--- src/rtl/phy_ctl_pkg.sv ---
package phy_ctl_pkg;

    localparam int WORD_W   = 16;
    localparam int ADDR_W   = 2;
    localparam int CTL_W    = 12;
    localparam int RSVD_W   = 5;
    localparam int ADDR_LSB = WORD_W - ADDR_W;
    localparam int SRC_BIT  = ADDR_LSB - 1;
    localparam int RO_BIT   = ADDR_LSB - 2;

    typedef struct packed {
        logic              supply_keep;
        logic              listen_en;
        logic              long_tmo;
        logic              tx_off;
        logic              loopback;
        logic              active_en;
        logic              split_en;
        logic [RSVD_W-1:0] rsvd;
    } ctl_fields_t;

    localparam ctl_fields_t CTL_RESET = '{
        supply_keep: 1'b0, listen_en: 1'b0, long_tmo: 1'b0, tx_off: 1'b0,
        loopback: 1'b0, active_en: 1'b0, split_en: 1'b0, rsvd: 5'b00010
    };

    typedef enum logic {
        SRC_SELF = 1'b0,
        SRC_GP   = 1'b1
    } rd_src_e;

    typedef struct packed {
        logic        hit;
        logic        wr;
        logic        ro;
        rd_src_e     src;
        ctl_fields_t data;
    } cmd_dec_t;

    function automatic cmd_dec_t decode_cmd(
        input logic              valid,
        input logic [WORD_W-1:0] w,
        input logic [ADDR_W-1:0] own_addr
    );
        cmd_dec_t d;
        d.hit  = valid && (w[WORD_W-1:ADDR_LSB] == own_addr);
        d.ro   = w[RO_BIT];
        d.src  = rd_src_e'(w[SRC_BIT]);
        d.wr   = d.hit && !d.ro;
        d.data = ctl_fields_t'(w[CTL_W-1:0]);
        return d;
    endfunction

    function automatic logic [WORD_W-1:0] self_image(
        input logic [ADDR_W-1:0] own_addr,
        input rd_src_e           src,
        input logic              ro,
        input ctl_fields_t       s
    );
        return {own_addr, logic'(src), ro, s};
    endfunction

endpackage

--- src/rtl/phy_cmd_decode.sv ---
module phy_cmd_decode
    import phy_ctl_pkg::*;
#(
    parameter logic [ADDR_W-1:0] OWN_ADDR = 2'b11
) (
    input  logic              cmd_valid,
    input  logic [WORD_W-1:0] cmd_word,
    output cmd_dec_t          dec
);
    always_comb begin
        dec = decode_cmd(cmd_valid, cmd_word, OWN_ADDR);
    end
endmodule

--- src/rtl/phy_ctl_regs.sv ---
module phy_ctl_regs
    import phy_ctl_pkg::*;
#(
    parameter int N_EVT = 2
) (
    input  logic             clk,
    input  logic             rst,
    input  logic             hit,
    input  logic             ro,
    input  logic             wr,
    input  ctl_fields_t      wdata,
    input  logic [N_EVT-1:0] evt,
    output ctl_fields_t      state
);
    logic        clr_listen;
    ctl_fields_t nxt;

    always_comb begin
        clr_listen = |evt;
    end

    always_comb begin
        nxt = state;
        if (wr) nxt = wdata;
        if (clr_listen) nxt.listen_en = 1'b0;
    end

    always_ff @(posedge clk) begin
        if (rst) state <= CTL_RESET;
        else     state <= nxt;
    end

    AST_EVT_CLEARS_LISTEN: assert property (@(posedge clk) disable iff (rst)
        clr_listen |=> !state.listen_en);
    AST_RO_KEEPS_STATE: assert property (@(posedge clk) disable iff (rst)
        (hit && ro && !clr_listen) |=> $stable(state));
    AST_WRITE_LOADS: assert property (@(posedge clk) disable iff (rst)
        (wr && !clr_listen) |=> (state == $past(wdata)));
    AST_COLLIDE_OTHERS: assert property (@(posedge clk) disable iff (rst)
        (wr && clr_listen) |=> (state.supply_keep == $past(wdata.supply_keep)
                                && state.rsvd == $past(wdata.rsvd)));
endmodule

--- src/rtl/phy_rdback_mux.sv ---
module phy_rdback_mux
    import phy_ctl_pkg::*;
#(
    parameter logic [ADDR_W-1:0] OWN_ADDR = 2'b11
) (
    input  logic              clk,
    input  logic              rst,
    input  logic              hit,
    input  logic              ro,
    input  rd_src_e           src,
    input  ctl_fields_t       state,
    input  logic [WORD_W-1:0] gp_fb,
    output logic              rd_valid,
    output logic [WORD_W-1:0] rd_data
);
    logic [WORD_W-1:0] sel_word;

    always_comb begin
        unique case (src)
            SRC_GP:   sel_word = gp_fb;
            default:  sel_word = self_image(OWN_ADDR, src, ro, state);
        endcase
    end

    always_ff @(posedge clk) begin
        if (rst) begin
            rd_valid <= 1'b0;
            rd_data  <= '0;
        end else begin
            rd_valid <= hit;
            rd_data  <= hit ? sel_word : '0;
        end
    end

    AST_MISS_SILENT: assert property (@(posedge clk) disable iff (rst)
        !hit |=> (!rd_valid && rd_data == '0));
    AST_GP_RETURN: assert property (@(posedge clk) disable iff (rst)
        (hit && src == SRC_GP) |=> (rd_valid && rd_data == $past(gp_fb)));
endmodule

--- src/rtl/phy_ctl_slice.sv ---
module phy_ctl_slice
    import phy_ctl_pkg::*;
#(
    parameter logic [ADDR_W-1:0] OWN_ADDR = 2'b11
) (
    input  logic              clk,
    input  logic              rst,
    input  logic              cmd_valid,
    input  logic [15:0]       cmd_word,
    input  logic [15:0]       gp_fb_word,
    input  logic              evt_online,
    input  logic              evt_active,
    output logic              rd_valid,
    output logic [15:0]       rd_data,
    output logic              ctl_supply_keep,
    output logic              ctl_listen_en,
    output logic              ctl_long_tmo,
    output logic              ctl_tx_off,
    output logic              ctl_loopback,
    output logic              ctl_active_en,
    output logic              ctl_split_en,
    output logic [4:0]        ctl_rsvd,
    output logic              ctl_loopback_eff
);
    cmd_dec_t    dec;
    ctl_fields_t state;

    phy_cmd_decode #(.OWN_ADDR(OWN_ADDR)) u_dec (
        .cmd_valid (cmd_valid),
        .cmd_word  (cmd_word),
        .dec       (dec)
    );

    phy_ctl_regs #(.N_EVT(2)) u_regs (
        .clk   (clk),
        .rst   (rst),
        .hit   (dec.hit),
        .ro    (dec.ro),
        .wr    (dec.wr),
        .wdata (dec.data),
        .evt   ({evt_active, evt_online}),
        .state (state)
    );

    phy_rdback_mux #(.OWN_ADDR(OWN_ADDR)) u_rd (
        .clk      (clk),
        .rst      (rst),
        .hit      (dec.hit),
        .ro       (dec.ro),
        .src      (dec.src),
        .state    (state),
        .gp_fb    (gp_fb_word),
        .rd_valid (rd_valid),
        .rd_data  (rd_data)
    );

    always_comb begin
        ctl_supply_keep  = state.supply_keep;
        ctl_listen_en    = state.listen_en;
        ctl_long_tmo     = state.long_tmo;
        ctl_tx_off       = state.tx_off;
        ctl_loopback     = state.loopback;
        ctl_active_en    = state.active_en;
        ctl_split_en     = state.split_en;
        ctl_rsvd         = state.rsvd;
        ctl_loopback_eff = state.loopback && state.tx_off;
    end

    AST_IDLE_NO_REPLY: assert property (@(posedge clk) disable iff (rst)
        !cmd_valid |=> !rd_valid);
endmodule

--- config.mk ---
export PLATFORM = sky130hd
export DESIGN_NAME = phy_ctl_slice
export DESIGN_NICKNAME = d
export VERILOG_FILES = /design/src/rtl/phy_ctl_pkg.sv /design/src/rtl/phy_cmd_decode.sv /design/src/rtl/phy_ctl_regs.sv /design/src/rtl/phy_rdback_mux.sv /design/src/rtl/phy_ctl_slice.sv
export SDC_FILE = /design/constraint.sdc
export NUM_CORES = 1
export LEC_CHECK = 0
export BUFFER_PORTS_ARGS = -buffer_cell sky130_fd_sc_hd__buf_2
export CAP_MARGIN = 20
export CORE_ASPECT_RATIO = 1.2
export CORE_MARGIN = 2
export CORE_UTILIZATION = 45
export CTS_CLUSTER_SIZE = 24
export DETAILED_ROUTE_END_ITERATION = 8
export PLACE_DENSITY = 0.82
export SLEW_MARGIN = 20
export SYNTH_ARGS = -nofsm -noshare
export SYNTH_HDL_FRONTEND = slang
export SYNTH_SLANG_ARGS = --single-unit
export TNS_END_PERCENT = 50
--- constraint.sdc ---
create_clock -name clk -period 3 [get_ports clk]
set_input_delay 0.75 -clock clk [delete_from_list [all_inputs] [get_ports clk]]
set_output_delay 0.75 -clock clk [all_outputs]
set_load 0.01 [all_outputs]
### Word-level counts from Yosys, hierarchy flattened

Index checks and enable logic that the tools add are counted.

| storage, ports and cells | value |
|---|---|
| logic and storage cells | 22 |
| bits of input ports | 37 |
| register bits | 29 |
| output and inout port bits | 30 |

| operators by class | value |
|---|---|
| equality and inequality tests | 1 |
| reductions and logical operators | 7 |
| mux-type cells | 1 |
| bitwise gates (word level) | 2 |

Operators with widths:

| kind | number |
|---|---|
| $mux 16 | 1 |
| $reduce_or 3->1 | 2 |
| $logic_and 1x1->1 | 3 |
| $eq 2x2->1 const B | 1 |
| $not 1->1 | 2 |
| $reduce_or 2->1 | 1 |
| $logic_not 1->1 | 1 |

### Longest topological paths before layout

| logic depth | value |
|---|---|
| word-level depth | 4 |
| gate-level depth with buffers | 4 |
| gate-level depth less buffers | 2 |

### Modules after synthesis

From an unflattened synthesis, not the netlist that was laid out.

| second synthesis, totals | value |
|---|---|
| cells, all modules | 110 |
| area total of the unflattened synthesis | 1161.1 um2 |

Modules (own cells, without submodules):

| module | area an instance (um2) | instances | cells each | seq. area each (um2) |
|---|---|---|---|---|
| phy_rdback_mux | 608.1 | 1 | 55 | 340.3 |
| phy_ctl_regs | 425.4 | 1 | 38 | 240.2 |
| phy_cmd_decode | 121.4 | 1 | 16 | 0.0 |
| phy_ctl_slice | 6.3 | 1 | 1 | 0.0 |

### Worst setup path after synthesis

No wires, ideal clock.

| timing path | value |
|---|---|
| kind | input -> register |
| start | input port cmd_word[12] |
| end | register u_regs.state[10] (netlist name) |
| arrival | 1.405 ns |
| stages | 3 |
| setup time | 0.121 ns |
| path buffers | 1 |
| required time | 2.879 ns |
| slack | 1.474 ns |
| path through | and4b_1 -> buf_2 -> mux2_2 |

| on the way | value |
|---|---|
| cells in the longest elaborated chain, start to end | 2 |

Ends and longest elaborated chain:

| what | line | text |
|---|---|---|
| start: declaration | phy_ctl_slice.sv:9 | `input logic [15:0] cmd_word,` |
| $logic_not 1->1 | phy_ctl_pkg.sv:49 | `d.wr = d.hit && !d.ro;` |
| $logic_and 1x1->1 | phy_ctl_pkg.sv:49 |  |

Every way passes these cells.
A chain may end at the register's enable or synchronous reset.

### Final worst setup path

| timing path | value |
|---|---|
| start | register u_regs.state[7] (netlist name) |
| end | output port ctl_loopback_eff |

| on the way | value |
|---|---|
| cells in the longest elaborated chain, start to end | 1 |

Ends and longest elaborated chain:

| what | line | text |
|---|---|---|
| $logic_and 1x1->1 | phy_ctl_slice.sv:66 | `ctl_loopback_eff = state.loopback && state.tx_off;` |
| end: declaration | phy_ctl_slice.sv:23 | `output logic ctl_loopback_eff` |

Every way passes these cells.

==> impl_metrics.prom <==
# TYPE chip_impl_metric gauge
chip_impl_metric{name="vdd_drop_max",unit="mV"} 0.267
chip_impl_metric{name="std_cell_rows",unit=""} 19
chip_impl_metric{name="setup_viol",unit=""} 0
chip_impl_metric{name="dieHeight",unit="um"} 59.0
chip_impl_metric{name="portbufs",unit=""} 66
chip_impl_metric{name="power.sequential.fraction",unit="%"} 54.0
chip_impl_metric{name="vias_in_the_first_global_route",unit=""} 935
chip_impl_metric{name="ys_ff_latch",unit=""} 29
chip_impl_info{name="hold_start",value="u_regs.state[4]$_SDFFE_PP0P_"} 1
chip_impl_metric{name="report.final.slew_viol_count",unit=""} 0
chip_impl_metric{name="multi_input_logic_area",unit="um^2"} 499
chip_impl_info{name="worstReg2RegEnd",value="u_regs.state[10]$_SDFFE_PP0P_"} 1
chip_impl_metric{name="drt-initial-drc-count",unit=""} 9
chip_impl_info{name="synth_top_area_cell",value="dfxtp_1"} 1
chip_impl_metric{name="cap_viol_max_count",unit=""} 0
chip_impl_metric{name="power_spent_charging_and_discharging_nets",unit="W"} 0.000165
chip_impl_metric{name="combPwrFrac",unit="%"} 9.7
chip_impl_info{name="end_kind",value="output pin"} 1
chip_impl_metric{name="detail_route.wl_per_cell",unit="um"} 11.7
chip_impl_metric{name="worstPathMaxFanout",unit=""} 4
chip_impl_metric{name="clk_network_pwr_share",unit="%"} 36.3
chip_impl_metric{name="postSynthCellCount",unit=""} 108
chip_impl_metric{name="ff_latch_area",unit="um^2"} 581
chip_impl_metric{name="ys_seq_area_share",unit="%"} 51.3
chip_impl_metric{name="switching_share",unit="%"} 22.5
chip_impl_metric{name="via_count",unit=""} 964
chip_impl_metric{name="worst-slew-pin-transition",unit="ns"} 0.428
chip_impl_metric{name="post-route-drc-count",unit=""} 0
chip_impl_info{name="min-delay-path-class",value="flip-flop to flip-flop"} 1
chip_impl_metric{name="globalRoute.totalOverflow",unit=""} 0
chip_impl_info{name="path_class",value="flip-flop to output pin"} 1
chip_impl_info{name="cts_tree",value="done"} 1
chip_impl_metric{name="fillers",unit=""} 213
chip_impl_metric{name="route.detailed.vias_per_inst",unit=""} 4.66
chip_impl_metric{name="timing.critical_path.slowest_cell_delay",unit="ns"} 0.38
chip_impl_metric{name="post_synth_edffs",unit=""} 0
chip_impl_metric{name="place.gp.congestion",unit=""} 0.662
chip_impl_info{name="clock_tree.root_cell",value="clkbuf_4"} 1
chip_impl_metric{name="power_density",unit="mW/mm^2"} 475
chip_impl_metric{name="worst-r2r-cell-count",unit=""} 2
chip_impl_metric{name="yosysTopAreaCellShare",unit="%"} 51.3
chip_impl_info{name="worst_hold_path.endpoint",value="u_regs.state[4]$_SDFFE_PP0P_"} 1
chip_impl_metric{name="cts-htree-levels",unit=""} 2
chip_impl_metric{name="holdBufCountCts",unit=""} 0
chip_impl_metric{name="finalPower",unit="W"} 0.000730
chip_impl_metric{name="worst-endpoint-arrival",unit="ns"} 0.94
chip_impl_metric{name="maximum_number_of_pins_on_one_net_before_global_route_repair",unit=""} 26
chip_impl_metric{name="clock_latency_reported_for_the_late_side_of_the_worst_skew_pair",unit="ns"} 0.32
chip_impl_metric{name="synth.lib_cells_used.distinct",unit=""} 16
chip_impl_metric{name="layout-area-overhead-vs-synth",unit="%"} 35.8
chip_impl_metric{name="ctsLongestPathBuffers",unit=""} 2
chip_impl_metric{name="layout-drive-gt1-share",unit="%"} 43.8
chip_impl_metric{name="clock-skew-final",unit="ns"} 0.00461
chip_impl_metric{name="antenna_found_initial",unit=""} 0
chip_impl_metric{name="cts_inserted_buffers",unit=""} 5
chip_impl_metric{name="ios",unit=""} 67
chip_impl_metric{name="floorplan.die.width",unit="um"} 49.8
chip_impl_metric{name="worst_setup_hold_path_clk_slew",unit="ns"} 0.09
chip_impl_metric{name="maximum_operating_frequency",unit="GHz"} 0.593
chip_impl_metric{name="synthesized_netlist_net_count",unit=""} 145
chip_impl_info{name="rr_startpoint",value="u_regs.state[10]$_SDFFE_PP0P_"} 1
chip_impl_metric{name="crit_required",unit="ns"} 2.25
chip_impl_metric{name="post-dp-hpwl",unit="um"} 1870
chip_impl_info{name="synth_commonest_cells",value="dfxtp_1, mux2i_1, nand2b_1, nor2_1"} 1
chip_impl_metric{name="setup-tns-final",unit="ns"} 0
chip_impl_metric{name="ant_diodes",unit=""} 0
chip_impl_metric{name="part_of_the_cycle_the_worst_path_needs",unit="%"} 56.2
chip_impl_metric{name="fin_nets",unit=""} 212
chip_impl_metric{name="post_cts_resized",unit=""} 0
chip_impl_info{name="cpMaxStageDelayCell",value="dfxtp_1"} 1
chip_impl_metric{name="crit_cells",unit=""} 2
chip_impl_metric{name="critical_path.n_buffers_inverters",unit=""} 1
chip_impl_metric{name="synthesis.area_per_instance",unit="um^2"} 10.5
chip_impl_metric{name="drt_wl_total",unit="um"} 2410
chip_impl_metric{name="grt.total_usage",unit="%"} 18.5
chip_impl_info{name="worstSetupStartpointType",value="flip-flop"} 1
chip_impl_metric{name="synthesis.area",unit="mm^2"} 0.00113
chip_impl_info{name="critical_path.cell_chain",value="and2_1 > buf_2"} 1
chip_impl_metric{name="power.internal",unit="W"} 0.000566
chip_impl_metric{name="finalWorstPathRequiredPeriod",unit="ns"} 1.69
chip_impl_metric{name="ant_nets",unit=""} 0
chip_impl_metric{name="floorplan.initialDensity",unit="%"} 48.6
chip_impl_metric{name="fp.dieArea",unit="mm^2"} 0.00294
chip_impl_metric{name="cts_num_sinks",unit=""} 29
chip_impl_info{name="grt_setup_unrepaired",value="no"} 1
chip_impl_metric{name="grt_first_pass_wirelength",unit="um"} 4010
chip_impl_metric{name="yosysWarningCount",unit=""} 0
chip_impl_metric{name="core_region_area",unit="mm^2"} 0.00233
chip_impl_metric{name="hold_path_stages",unit=""} 2
chip_impl_metric{name="timing.slew.headroom",unit="%"} 71.3
chip_impl_metric{name="synth_async_sr_flop_share",unit="%"} 0
chip_impl_info{name="synth.most_common_cell",value="dfxtp_1"} 1
chip_impl_metric{name="power.static_leakage",unit="nW"} 0.791
chip_impl_metric{name="cts.repair_timing.setup_buffer_count",unit=""} 0
chip_impl_info{name="synth-main-ff-cell",value="dfxtp_1"} 1
chip_impl_metric{name="detailedRoute.firstPassIterationCount",unit=""} 3
chip_impl_metric{name="setup.reg_to_reg.worst_slack",unit="ns"} 2.16
chip_impl_metric{name="final_hold_viol_count",unit=""} 0
chip_impl_info{name="outcome",value="completed"} 1
chip_impl_info{name="crit_family",value="flip-flops"} 1
chip_impl_info{name="synth.top_cells.by_area",value="dfxtp_1, mux2i_1, nand2b_1"} 1
-- power groups by stage --
stage	clock network [W]	registers, W	logic, W
2_1_floorplan	0	0.000407	0.0000349
3_3_place_gp	0	0.000403	0.0000697
3_5_place_dp	0	0.000404	0.0000714
4_1_cts	0.000274	0.000395	0.0000717
5_1_grt	0.000286	0.000396	0.0000787
6_report	0.000265	0.000395	0.0000707
-- worst max path at each step --
stage / from / end / slack, ns
after floorplan: cmd_word[12] / u_regs.state[10]$_SDFFE_PP0P_ / 1.47
after global placement: cmd_word[12] / u_regs.state[3]$_SDFFE_PP0P_ / 1.22
after detailed placement: cmd_word[12] / u_regs.state[6]$_SDFFE_PP0P_ / 1.13
after CTS: u_regs.state[7]$_SDFFE_PP0P_ / ctl_loopback_eff / 1.29
after global routing: u_regs.state[7]$_SDFFE_PP0P_ / ctl_loopback_eff / 1.25
final: u_regs.state[7]$_SDFFE_PP0P_ / ctl_loopback_eff / 1.31
-- layer usage --
layer	track usage, %	routed length [um]	vias to the layer above
met1	18.8	967	437
met4	11.9	45	0
met2	32.8	1220	40
met3	5.84	175	4
li1	-	-	483
met5	0	0	-
-- worst register-to-register path, stage by stage, from the launching register on --
cell and delay (ns):
dfxtp_1 0.33, nor4b_1 0.14, mux2_2 0.27
-- flip-flops by register name, summed over array words and instances, names as in the netlist --
register	flops
u_rd.rd_data	16
u_regs.state	12
u_rd.rd_valid	1
-- cell usage in the layout (no fill, tap or decap), types with 2 or more instances in the layout --
| cell | n |
|---|---|
| a21oi_1 | 2 |
| buf_2 | 66 |
| clkbuf_4 | 5 |
| clkbuf_8 | 2 |
| dfxtp_1 | 29 |
| inv_1 | 3 |
| mux2i_1 | 24 |
| nand2b_1 | 20 |
| nor2_1 | 16 |
| nor4b_1 | 2 |
-- per-stage QoR --
stage	cell area (um^2)	instances	hold slack [ns]	setup slack, ns	util [%]
floorplan	1130	108	0.504	1.47	-
global placement	1470	199	0.475	1.22	63.0
detailed placement	1470	199	0.490	1.13	63.0
CTS	1540	207	0.507	1.29	66.0
global route	1540	207	0.525	1.25	66.0
finish	1540	207	0.503	1.31	66.0
-- kinds of logic after synthesis --
family | after synthesis | share of synthesized area (%)
simple gates | 42 | 21.0
flops | 29 | 51.3
mux | 25 | 22.2
buf+inv | 10 | 4.64
compound gates | 2 | 0.884
-- layout make-up --
| class | instances | share of cell area [%] |
|---|---|---|
| inverters | 3 | 0.732 |
| clock inverters | 1 | 0.325 |
| well taps | 31 | 2.52 |
| multi-input cells | 69 | 32.5 |
| flip-flops and latches | 29 | 37.8 |
| repair buffers | 67 | 22.0 |
| clock buffers | 7 | 4.23 |
No activity file was read; power rests on OpenSTA's default activity.
